===== src/rtl/deser_pkg.sv =====
package deser_pkg;
  localparam int unsigned NUM_BANKS   = 2;
  localparam int unsigned DEF_LANES   = 5;
  localparam int unsigned DEF_SLOT    = 7;
  localparam int unsigned DEF_LAT_PIX = 4;

  typedef enum logic {
    BANK_ODD  = 1'b0,
    BANK_EVEN = 1'b1
  } bank_e;
endpackage


===== src/rtl/lane_bank.sv =====
module lane_bank #(
  parameter int unsigned LANES = 5,
  parameter int unsigned SLOT  = 7,
  localparam int unsigned BW   = LANES * SLOT
) (
  input  logic             clk_i,
  input  logic             rst_ni,
  input  logic             frame_i,
  input  logic [LANES-1:0] lanes_i,
  output logic [BW-1:0]    word_o
);
  for (genvar g = 0; g < LANES; g++) begin : g_lane
    logic [SLOT-1:0] sh_q;
    logic [SLOT-1:0] cap_q;

    // first bit of the slot ends up in the MSB
    always_ff @(posedge clk_i or negedge rst_ni) begin
      if (!rst_ni) begin
        sh_q  <= '0;
        cap_q <= '0;
      end else begin
        sh_q <= {sh_q[SLOT-2:0], lanes_i[g]};
        if (frame_i) cap_q <= sh_q;
      end
    end

    assign word_o[g*SLOT +: SLOT] = cap_q;
  end
endmodule


===== src/rtl/frame_delay.sv =====
module frame_delay #(
  parameter int unsigned W     = 35,
  parameter int unsigned DEPTH = 3
) (
  input  logic         clk_i,
  input  logic         rst_ni,
  input  logic         adv_i,
  input  logic [W-1:0] d_i,
  output logic [W-1:0] q_o
);
  if (DEPTH == 0) begin : g_bypass
    assign q_o = d_i;
  end else begin : g_pipe
    logic [W-1:0] stg_q [DEPTH];

    always_ff @(posedge clk_i or negedge rst_ni) begin
      if (!rst_ni) begin
        for (int i = 0; i < DEPTH; i++) stg_q[i] <= '0;
      end else if (adv_i) begin
        stg_q[0] <= d_i;
        for (int i = 1; i < DEPTH; i++) stg_q[i] <= stg_q[i-1];
      end
    end

    assign q_o = stg_q[DEPTH-1];


    hold_between_frames_chk: assert property (@(posedge clk_i) disable iff (!rst_ni)
      !adv_i |=> $stable(q_o));
  end
endmodule


===== src/rtl/deser_ctrl.sv =====
module deser_ctrl #(
  parameter int unsigned SLOT    = 7,
  parameter int unsigned LAT_PIX = 4
) (
  input  logic clk_i,
  input  logic rst_ni,
  input  logic frame_i,
  input  logic pd_ni,
  input  logic strobe_rise_i,
  output logic ready_o,
  output logic pix_clk_o
);
  localparam int unsigned PW = (SLOT > 1) ? $clog2(SLOT) : 1;
  localparam int unsigned CW = $clog2(LAT_PIX + 2);
  localparam logic [PW-1:0] PH_LAST = PW'(SLOT - 1);
  localparam logic [PW-1:0] PH_MID  = PW'(SLOT / 2);
  localparam logic [CW-1:0] CNT_RDY = CW'(LAT_PIX + 1);

  logic [PW-1:0] ph_q;
  logic [CW-1:0] cnt_q;
  logic          pix_int;

  always_ff @(posedge clk_i or negedge rst_ni) begin
    if (!rst_ni)               ph_q <= '0;
    else if (frame_i)          ph_q <= '0;
    else if (ph_q == PH_LAST)  ph_q <= '0;
    else                       ph_q <= ph_q + 1'b1;
  end

  // frames seen since power-up; first marker opens a slot, later ones close slots
  always_ff @(posedge clk_i or negedge rst_ni) begin
    if (!rst_ni)                         cnt_q <= '0;
    else if (!pd_ni)                     cnt_q <= '0;
    else if (frame_i && cnt_q != CNT_RDY) cnt_q <= cnt_q + 1'b1;
  end

  assign ready_o   = (cnt_q == CNT_RDY);
  assign pix_int   = (ph_q >= PH_MID);
  assign pix_clk_o = pd_ni & (strobe_rise_i ? pix_int : ~pix_int);


  pd_clears_ready_chk: assert property (@(posedge clk_i) disable iff (!rst_ni)
    !pd_ni |=> !ready_o);


  ready_on_frame_chk: assert property (@(posedge clk_i) disable iff (!rst_ni)
    $rose(ready_o) |-> ($past(frame_i) && $past(pd_ni)));


  strobe_phase_chk: assert property (@(posedge clk_i) disable iff (!rst_ni)
    frame_i |=> (pix_clk_o == (pd_ni && !strobe_rise_i)));
endmodule


===== src/rtl/dual_bank_deser.sv =====
module dual_bank_deser
  import deser_pkg::*;
#(
  parameter int unsigned LANES   = DEF_LANES,
  parameter int unsigned SLOT    = DEF_SLOT,
  parameter int unsigned LAT_PIX = DEF_LAT_PIX,
  localparam int unsigned BW     = LANES * SLOT
) (
  input  logic             clk_i,
  input  logic             rst_ni,
  input  logic             frame_i,
  input  logic [LANES-1:0] odd_lanes_i,
  input  logic [LANES-1:0] even_lanes_i,
  input  logic             odd_en_i,
  input  logic             even_en_i,
  input  logic             pd_ni,
  input  logic             strobe_rise_i,
  output logic [BW-1:0]    odd_word_o,
  output logic [BW-1:0]    even_word_o,
  output logic             pix_clk_o
);
  localparam int unsigned DLY = (LAT_PIX > 0) ? LAT_PIX - 1 : 0;

  logic [LANES-1:0]     lanes_a [NUM_BANKS];
  logic [BW-1:0]        cap_w   [NUM_BANKS];
  logic [BW-1:0]        dly_w   [NUM_BANKS];
  logic [BW-1:0]        word_w  [NUM_BANKS];
  logic [NUM_BANKS-1:0] en_a;
  logic                 ready;

  assign lanes_a[BANK_ODD]  = odd_lanes_i;
  assign lanes_a[BANK_EVEN] = even_lanes_i;
  assign en_a[BANK_ODD]     = odd_en_i;
  assign en_a[BANK_EVEN]    = even_en_i;

  deser_ctrl #(.SLOT(SLOT), .LAT_PIX(LAT_PIX)) u_ctrl (
    .clk_i         (clk_i),
    .rst_ni        (rst_ni),
    .frame_i       (frame_i),
    .pd_ni         (pd_ni),
    .strobe_rise_i (strobe_rise_i),
    .ready_o       (ready),
    .pix_clk_o     (pix_clk_o)
  );

  for (genvar b = 0; b < NUM_BANKS; b++) begin : g_bank
    lane_bank #(.LANES(LANES), .SLOT(SLOT)) u_lanes (
      .clk_i   (clk_i),
      .rst_ni  (rst_ni),
      .frame_i (frame_i),
      .lanes_i (lanes_a[b]),
      .word_o  (cap_w[b])
    );

    frame_delay #(.W(BW), .DEPTH(DLY)) u_dly (
      .clk_i  (clk_i),
      .rst_ni (rst_ni),
      .adv_i  (frame_i),
      .d_i    (cap_w[b]),
      .q_o    (dly_w[b])
    );

    assign word_w[b] = dly_w[b] & {BW{en_a[b] & pd_ni & ready}};
  end

  assign odd_word_o  = word_w[BANK_ODD];
  assign even_word_o = word_w[BANK_EVEN];


  odd_word_stable_chk: assert property (@(posedge clk_i) disable iff (!rst_ni)
    (!$past(frame_i) && $past(odd_en_i) && odd_en_i && $past(pd_ni) && pd_ni)
      |-> $stable(odd_word_o));


  bank_isolation_chk: assert property (@(posedge clk_i) disable iff (!rst_ni)
    (!$past(frame_i) && $stable(even_en_i) && $stable(pd_ni) && $changed(odd_en_i))
      |-> $stable(even_word_o));
endmodule


===== config.mk =====
export PLATFORM = sky130hd
export DESIGN_NAME = dual_bank_deser
export DESIGN_NICKNAME = d
export VERILOG_FILES = /design/src/rtl/deser_pkg.sv /design/src/rtl/lane_bank.sv /design/src/rtl/frame_delay.sv /design/src/rtl/deser_ctrl.sv /design/src/rtl/dual_bank_deser.sv
export SDC_FILE = /design/constraint.sdc
export NUM_CORES = 1
export LEC_CHECK = 0
export CAP_MARGIN = 20
export CELL_PAD_IN_SITES_DETAIL_PLACEMENT = 0
export CELL_PAD_IN_SITES_GLOBAL_PLACEMENT = 2
export CORE_UTILIZATION = 45
export DETAILED_ROUTE_END_ITERATION = 8
export DONT_BUFFER_PORTS = 1
export PLACE_DENSITY_LB_ADDON = 0.08
export SYNTH_ARGS = -nofsm -noshare
export SYNTH_HDL_FRONTEND = slang
export SYNTH_SLANG_ARGS = --single-unit

===== constraint.sdc =====
create_clock -name clk_i -period 2.04 [get_ports clk_i]
set_input_delay 0.408 -clock clk_i [delete_from_list [all_inputs] [get_ports clk_i]]
set_output_delay 0.408 -clock clk_i [all_outputs]
set_load 0.01 [all_outputs]

== After elaboration in Yosys (flattened, before gate mapping) ==
Index checks and enable logic that the tools add are counted.
Widths: inputs -> output; s select.

* Multipliers: 0
* Bitwise logic cells: 8
* Add/subtract/negate cells: 2
* Eq/ne operators: 4
* Mux-type cells: 5
* Divide/modulo/power cells: 0
* Shift operators: 0
* Reductions and logical operators: 1
* Magnitude comparators: 1

{| class="wikitable"
|+ Operator list
! kind !! number
|-
| $and 35x35->35 || 2
|-
| $mux 3 || 4
|-
| $add 3x1->3 const B || 2
|-
| $eq 3x3->1 const B || 2
|-
| $and 1x1->1 || 5
|-
| $ge 3x2->1 const B || 1
|-
| $ne 3x3->1 const B || 1
|-
| $ne 2x1->1 const B || 1
|-
| $logic_and 1x1->1 || 1
|-
| $mux 1 || 1
|-
| $not 1->1 || 1
|}

* Bits in writable memories: 0
* Memories: 0
* Logic and storage cells: 49
* ROM bits: 0
* Latch bits: 0
* Output and inout bits: 71
* Input bits: 17
* Flip-flop bits (word level): 356

== Depth between registers and ports, before layout ==
* Word-level depth: 4
* Mapped depth: 6
* Gate-level depth less buffers: 4

== Cells and area by module ==
From an unflattened synthesis, not the netlist that was laid out.

* Cell total of the unflattened synthesis: 854
* Area total of the unflattened synthesis: 14540.2 µm²

{| class="wikitable"
|+ By module, submodules not included
! module !! times used !! area an instance (µm²) !! cells an instance
|-
| frame_delay || 2 || 4411.7 || 257
|-
| lane_bank || 2 || 2329.7 || 109
|-
| dual_bank_deser || 1 || 713.2 || 90
|-
| deser_ctrl || 1 || 344.1 || 32
|}

== Worst setup path after synthesis ==
Ideal clock, no wire load.

* Path type: reg2out
* From: register u_ctrl.ph_q[1]
* To: output port pix_clk_o
* Buffers on the path: 0
* Path slack: 0.360 ns
* Data arrival time: 1.272 ns
* Data required time: 1.632 ns
* Cell stages (with the launch flop): 5
* Path through: dfrtp_1 and2_1 ha_1 a211oi_1 mux2i_1

* Cells in the longest elaborated chain, start to end: 4

{| class="wikitable"
|+ Ends and longest elaborated chain
! element !! line !! source
|-
| from (decl) || deser_ctrl.sv:19 || <nowiki>logic [PW-1:0] ph_q;</nowiki>
|-
| from (signal assigned) || deser_ctrl.sv:27 || <nowiki>else ph_q <= ph_q + 1'b1;</nowiki>
|-
| $ge 3x2->1 (*) || deser_ctrl.sv:38 || <nowiki>assign pix_int = (ph_q >= PH_MID);</nowiki>
|-
| $not 1->1 || deser_ctrl.sv:39 || <nowiki>assign pix_clk_o = pd_ni & (strobe_rise_i ? pix_int : ~pix_int);</nowiki>
|-
| $mux 1 (*) || deser_ctrl.sv:39 ||
|-
| $and 1x1->1 (*) || deser_ctrl.sv:39 ||
|-
| to (decl) || dual_bank_deser.sv:20 || <nowiki>output logic pix_clk_o</nowiki>
|}

Every way passes the cells marked *; elsewhere a longest branch is shown, timed or not.

== Worst setup path in the final report ==
* From: register u_ctrl.cnt_q[1]
* To: output port even_word_o[0]

* Cells in the longest elaborated chain, start to end: 3

{| class="wikitable"
|+ Ends and longest elaborated chain
! element !! line !! source
|-
| from (decl) || deser_ctrl.sv:20 || <nowiki>logic [CW-1:0] cnt_q;</nowiki>
|-
| from (signal assigned) || deser_ctrl.sv:34 || <nowiki>else if (frame_i && cnt_q != CNT_RDY) cnt_q <= cnt_q + 1'b1;</nowiki>
|-
| $eq 3x3->1 || deser_ctrl.sv:37 || <nowiki>assign ready_o = (cnt_q == CNT_RDY);</nowiki>
|-
| $and 1x1->1 || dual_bank_deser.sv:63 || <nowiki>assign word_w[b] = dly_w[b] & {BW{en_a[b] & pd_ni & ready}};</nowiki>
|-
| $and 35x35->35 || dual_bank_deser.sv:63 ||
|-
| to (decl) || dual_bank_deser.sv:19 || <nowiki>output logic [BW-1:0] even_word_o,</nowiki>
|}

Every way passes these cells.

==> flow_summary.yaml <==
critical_path:
  reg2reg_from: "u_ctrl.cnt_q[0]$_DFFE_PN0P_"
  cpMaxStageDelayCell: "dfrtp_1"
  cp_cell_sequence: "inv_2, ha_4, and4_4, buf_12, clkbuf_16, and2_4"
  r2r_end: "u_ctrl.cnt_q[0]$_DFFE_PN0P_"
  max_stage_delay_ns: 0.39
  end_kind: "output pin"
  cp.required_ns: 1.63
  cp-start-kind: "register"
  rr_worst_depth: 4
  arrival_ns: 1.83
  worstPathMaxFanout: 4
  r2r_slack_ns: 0.81
  worstSetupPathType: "reg -> out"
synth:
  ys_ff_latch: 356
  synth_top_area_share_pct: 63.7
  synth_nets: 794
  yosys.cell_types.count: 21
  synth_top_cell_by_area: "dfrtp_1"
  syn_area_mm2: 0.0140
  synth_xor_area_share_pct: 0
  syn-mean-instance-area_um2: 18.1
  ys.warnings.count: 0
  yosys.area_share.adder_pct: 0.268
  synthSimpleGateAreaFrac_pct: 3.76
  yosysSeqAreaShare_pct: 63.7
  synthTopCellsByArea: "dfrtp_1 (64%), mux2_4 (25%), mux2_2 (4.0%)"
  synth_compound_area_share_pct: 0.322
  synth_top_family_by_area: "multiplexers"
  netlist_instances: 774
  synth_mux_area_share_pct: 28.9
detailed_routing:
  num_vias: 6022
  drcViolationCount: 0
  wl_met3_um: 879
  postRouteAntennaNets: 0
  dr.pass1.iters: 4
  via_per_inst: 4.89
  top_layer_used: "met4"
  drtIter0Drc: 369
  wl_um: 22200
  dr_wl_met2_um: 9670
  drt-met1-wl_um: 11200
  wl_per_cell_um: 18.1
sta:
  finalHoldViolations: 356
  fin_skew_ns: 0.0119
  setup_viol_count_final: 71
  holdWs_ns: -0.402
  fin_ws_ns: -0.202
  drv_slew: 0
  rsz0062_at_grt: "true"
  worst_slew_pin_slew_ns: 1.06
  max_slew_margin_pct: 29.0
  min_period_ns: 2.24
  fin_crit_sh_pct: 110
  setup-tns-final_ns: -11.88
  max_freq_mhz: 446
floorplan:
  ios: 88
  die-area_mm2: 0.0318
  die_w_um: 178
  rows: 64
  start_util_pct: 45.7
  core_area_mm2: 0.0306
  die_y_um: 178
layout:
  multiInputGateArea_mm2: 0.00488
  drive_above_1_share_pct: 53.2
  fin_area_mm2: 0.0162
  num-fill-cells: 2512
  fin_util_pct: 52.8
  regArea_mm2: 0.00891
  synthToLayoutAreaGrowth_pct: 15.5
  final_nets: 829
  num_antenna_cells: 0
pwr:
  netSwitchingPower_mw: 3.54
  powerDensity_mw_per_mm2: 1080
  p_leak_nw: 7.56
  clockPowerShare_pct: 40.8
  vdd_ir_drop_max_v: 0.000693
  power_frac_comb_pct: 9.1
  swShare_pct: 20.3
  sequentialPowerShare_pct: 50.1
  internal-power_mw: 13.9
clock_network:
  cts_buffers: 39
  cts_hold_buf: 10
  root_buffer: "clkbuf_16"
  cts_tree: "done"
  clk_path_buf_depth: 3
  clkTransAtPathRegs_ns: 0.06
  clock_sinks: 356
  clock_latency_ns: 0.51
  htreeDepth: 2
grt:
  grt_pass1_wl_um: 35500
  grt_usage_pct: 14.1
  grt_pass1_vias: 6599
  grt_max_degree: 357
  gr-total-overflow: 0
  antenna_found_initial: 0
run:
  cap_violations: 0
placed_design:
  pre_cts_slack_ns: 0.263
  place_area_mm2: 0.0141
  port_buffers: 0
  gp_routability_congestion: 0.695
  dp_hpwl_um: 10100
run_status:
  violations: "negative hold slack, negative setup slack"
  status: "complete, but fails checks"
worst_hold_path:
  hold_path.class: "in -> async"
registers in the layout, summed over array words and instances (netlist names):
name                         cells
g_bank.u_lanes.g_lane.cap_q     70
u_ctrl.cnt_q                     3
g_bank.u_dly.g_pipe.stg_q      140
g_bank.u_lanes.g_lane.sh_q      70
u_ctrl.ph_q                      3
g_bank.u_dly.q_o                70
logic make-up after synthesis:
family / after synthesis
AO/OA/AOI/OAI: 6
adder cells (fa/ha/maj): 3
buffers and inverters: 43
flip-flops: 356
multiplexers: 283
AND/OR/NAND/NOR: 83
what timing repair did:
action                     in CTS  in global routing
setup buffers                   8                  5
cloned                          6                  5
gates resized for setup        80                 11
hold endpoints to repair      366                356
setup endpoints to repair      71                 71
pin swaps                      21                 23
metrics by stage:
stage	hold WS, ns	total power [mW]	std cells
global route	-0.426	18.2	1231
floorplan	0.112	10.2	774
detailed placement	0.122	10.4	1132
global placement	0.124	10.3	1132
finish	-0.402	17.4	1231
CTS	-0.426	17.7	1223
power by group through the flow:
| stage | Sequential (mW) | Clock [mW] | Combinational, mW |
|---|---|---|---|
| 2_1_floorplan | 8.59 | 0 | 1.61 |
| 3_3_place_gp | 8.80 | 0 | 1.48 |
| 3_5_place_dp | 8.83 | 0 | 1.52 |
| 4_1_cts | 8.74 | 7.36 | 1.58 |
| 5_1_grt | 8.87 | 7.69 | 1.69 |
| 6_report | 8.73 | 7.11 | 1.58 |
Yosys cell counts:
cell / n
nand2_1: 3
and4b_1: 1
buf_6: 34
or2b_1: 1
or3b_2: 1
and2_1: 71
mux2i_1: 3
mux2_2: 50
ha_1: 3
mux2_4: 230
and4_1: 2
a21boi_2: 1
inv_1: 3
nor3b_1: 1
a211oi_1: 2
a21oi_1: 2
buf_2: 4
nand2b_1: 3
a311oi_1: 1
dfrtp_1: 356
buf_4: 2
layer usage:
metal / GRT usage [%] / vias up
met5: 0 / -
met4: 4.56 / 0
met3: 3.18 / 37
met2: 20.6 / 95
met1: 20.7 / 3167
li1: - / 2723
area by class of cell:
type / count / area share [%]
timing repair buffer: 34 / 3.34
clock inverter: 10 / 0.960
tap: 396 / 3.07
clock buffer: 57 / 7.22
inverter: 3 / 0.0697
multi-input combinational: 375 / 30.2
sequential: 356 / 55.2
worst max-delay path by stage:
stage	from	end	slack, ns	cells past startpoint
global route	u_ctrl.cnt_q[1]$_DFFE_PN0P_	odd_word_o[32]	-0.26	6
floorplan	u_ctrl.ph_q[1]$_DFF_PN0_	pix_clk_o	0.36	4
detailed placement	u_ctrl.cnt_q[1]$_DFFE_PN0P_	odd_word_o[33]	0.26	5
finish	u_ctrl.cnt_q[1]$_DFFE_PN0P_	even_word_o[0]	-0.20	6
CTS	u_ctrl.cnt_q[1]$_DFFE_PN0P_	odd_word_o[8]	-0.25	6
global placement	u_ctrl.ph_q[1]$_DFF_PN0_	pix_clk_o	0.30	4
critical path, delay by kind of cell (launching register included):
family | cells | cell delay, ns
adders and majority gates | 1 | 0.14
DFF | 1 | 0.39
and+or+nand+nor | 2 | 0.41
buffers and inverters | 3 | 0.39
layout by cell type, fill, tap and decap left out, types with 2 or more instances in the layout:
cell / count
dfrtp_1: 355
a21oi_1: 2
clkbuf_1: 8
buf_12: 7
inv_1: 2
buf_16: 4
bufinv_16: 4
clkbuf_16: 46
buf_4: 7
nand2_1: 3
ha_4: 2
mux2_2: 50
nand2b_1: 3
dlygate4sd3_1: 10
and4_4: 2
and2_4: 71
mux2_4: 230
mux2i_1: 2
clkinvlp_4: 2
clkbuf_8: 8
clkinv_2: 4
Note: power is estimated with default switching activity, not from simulation.
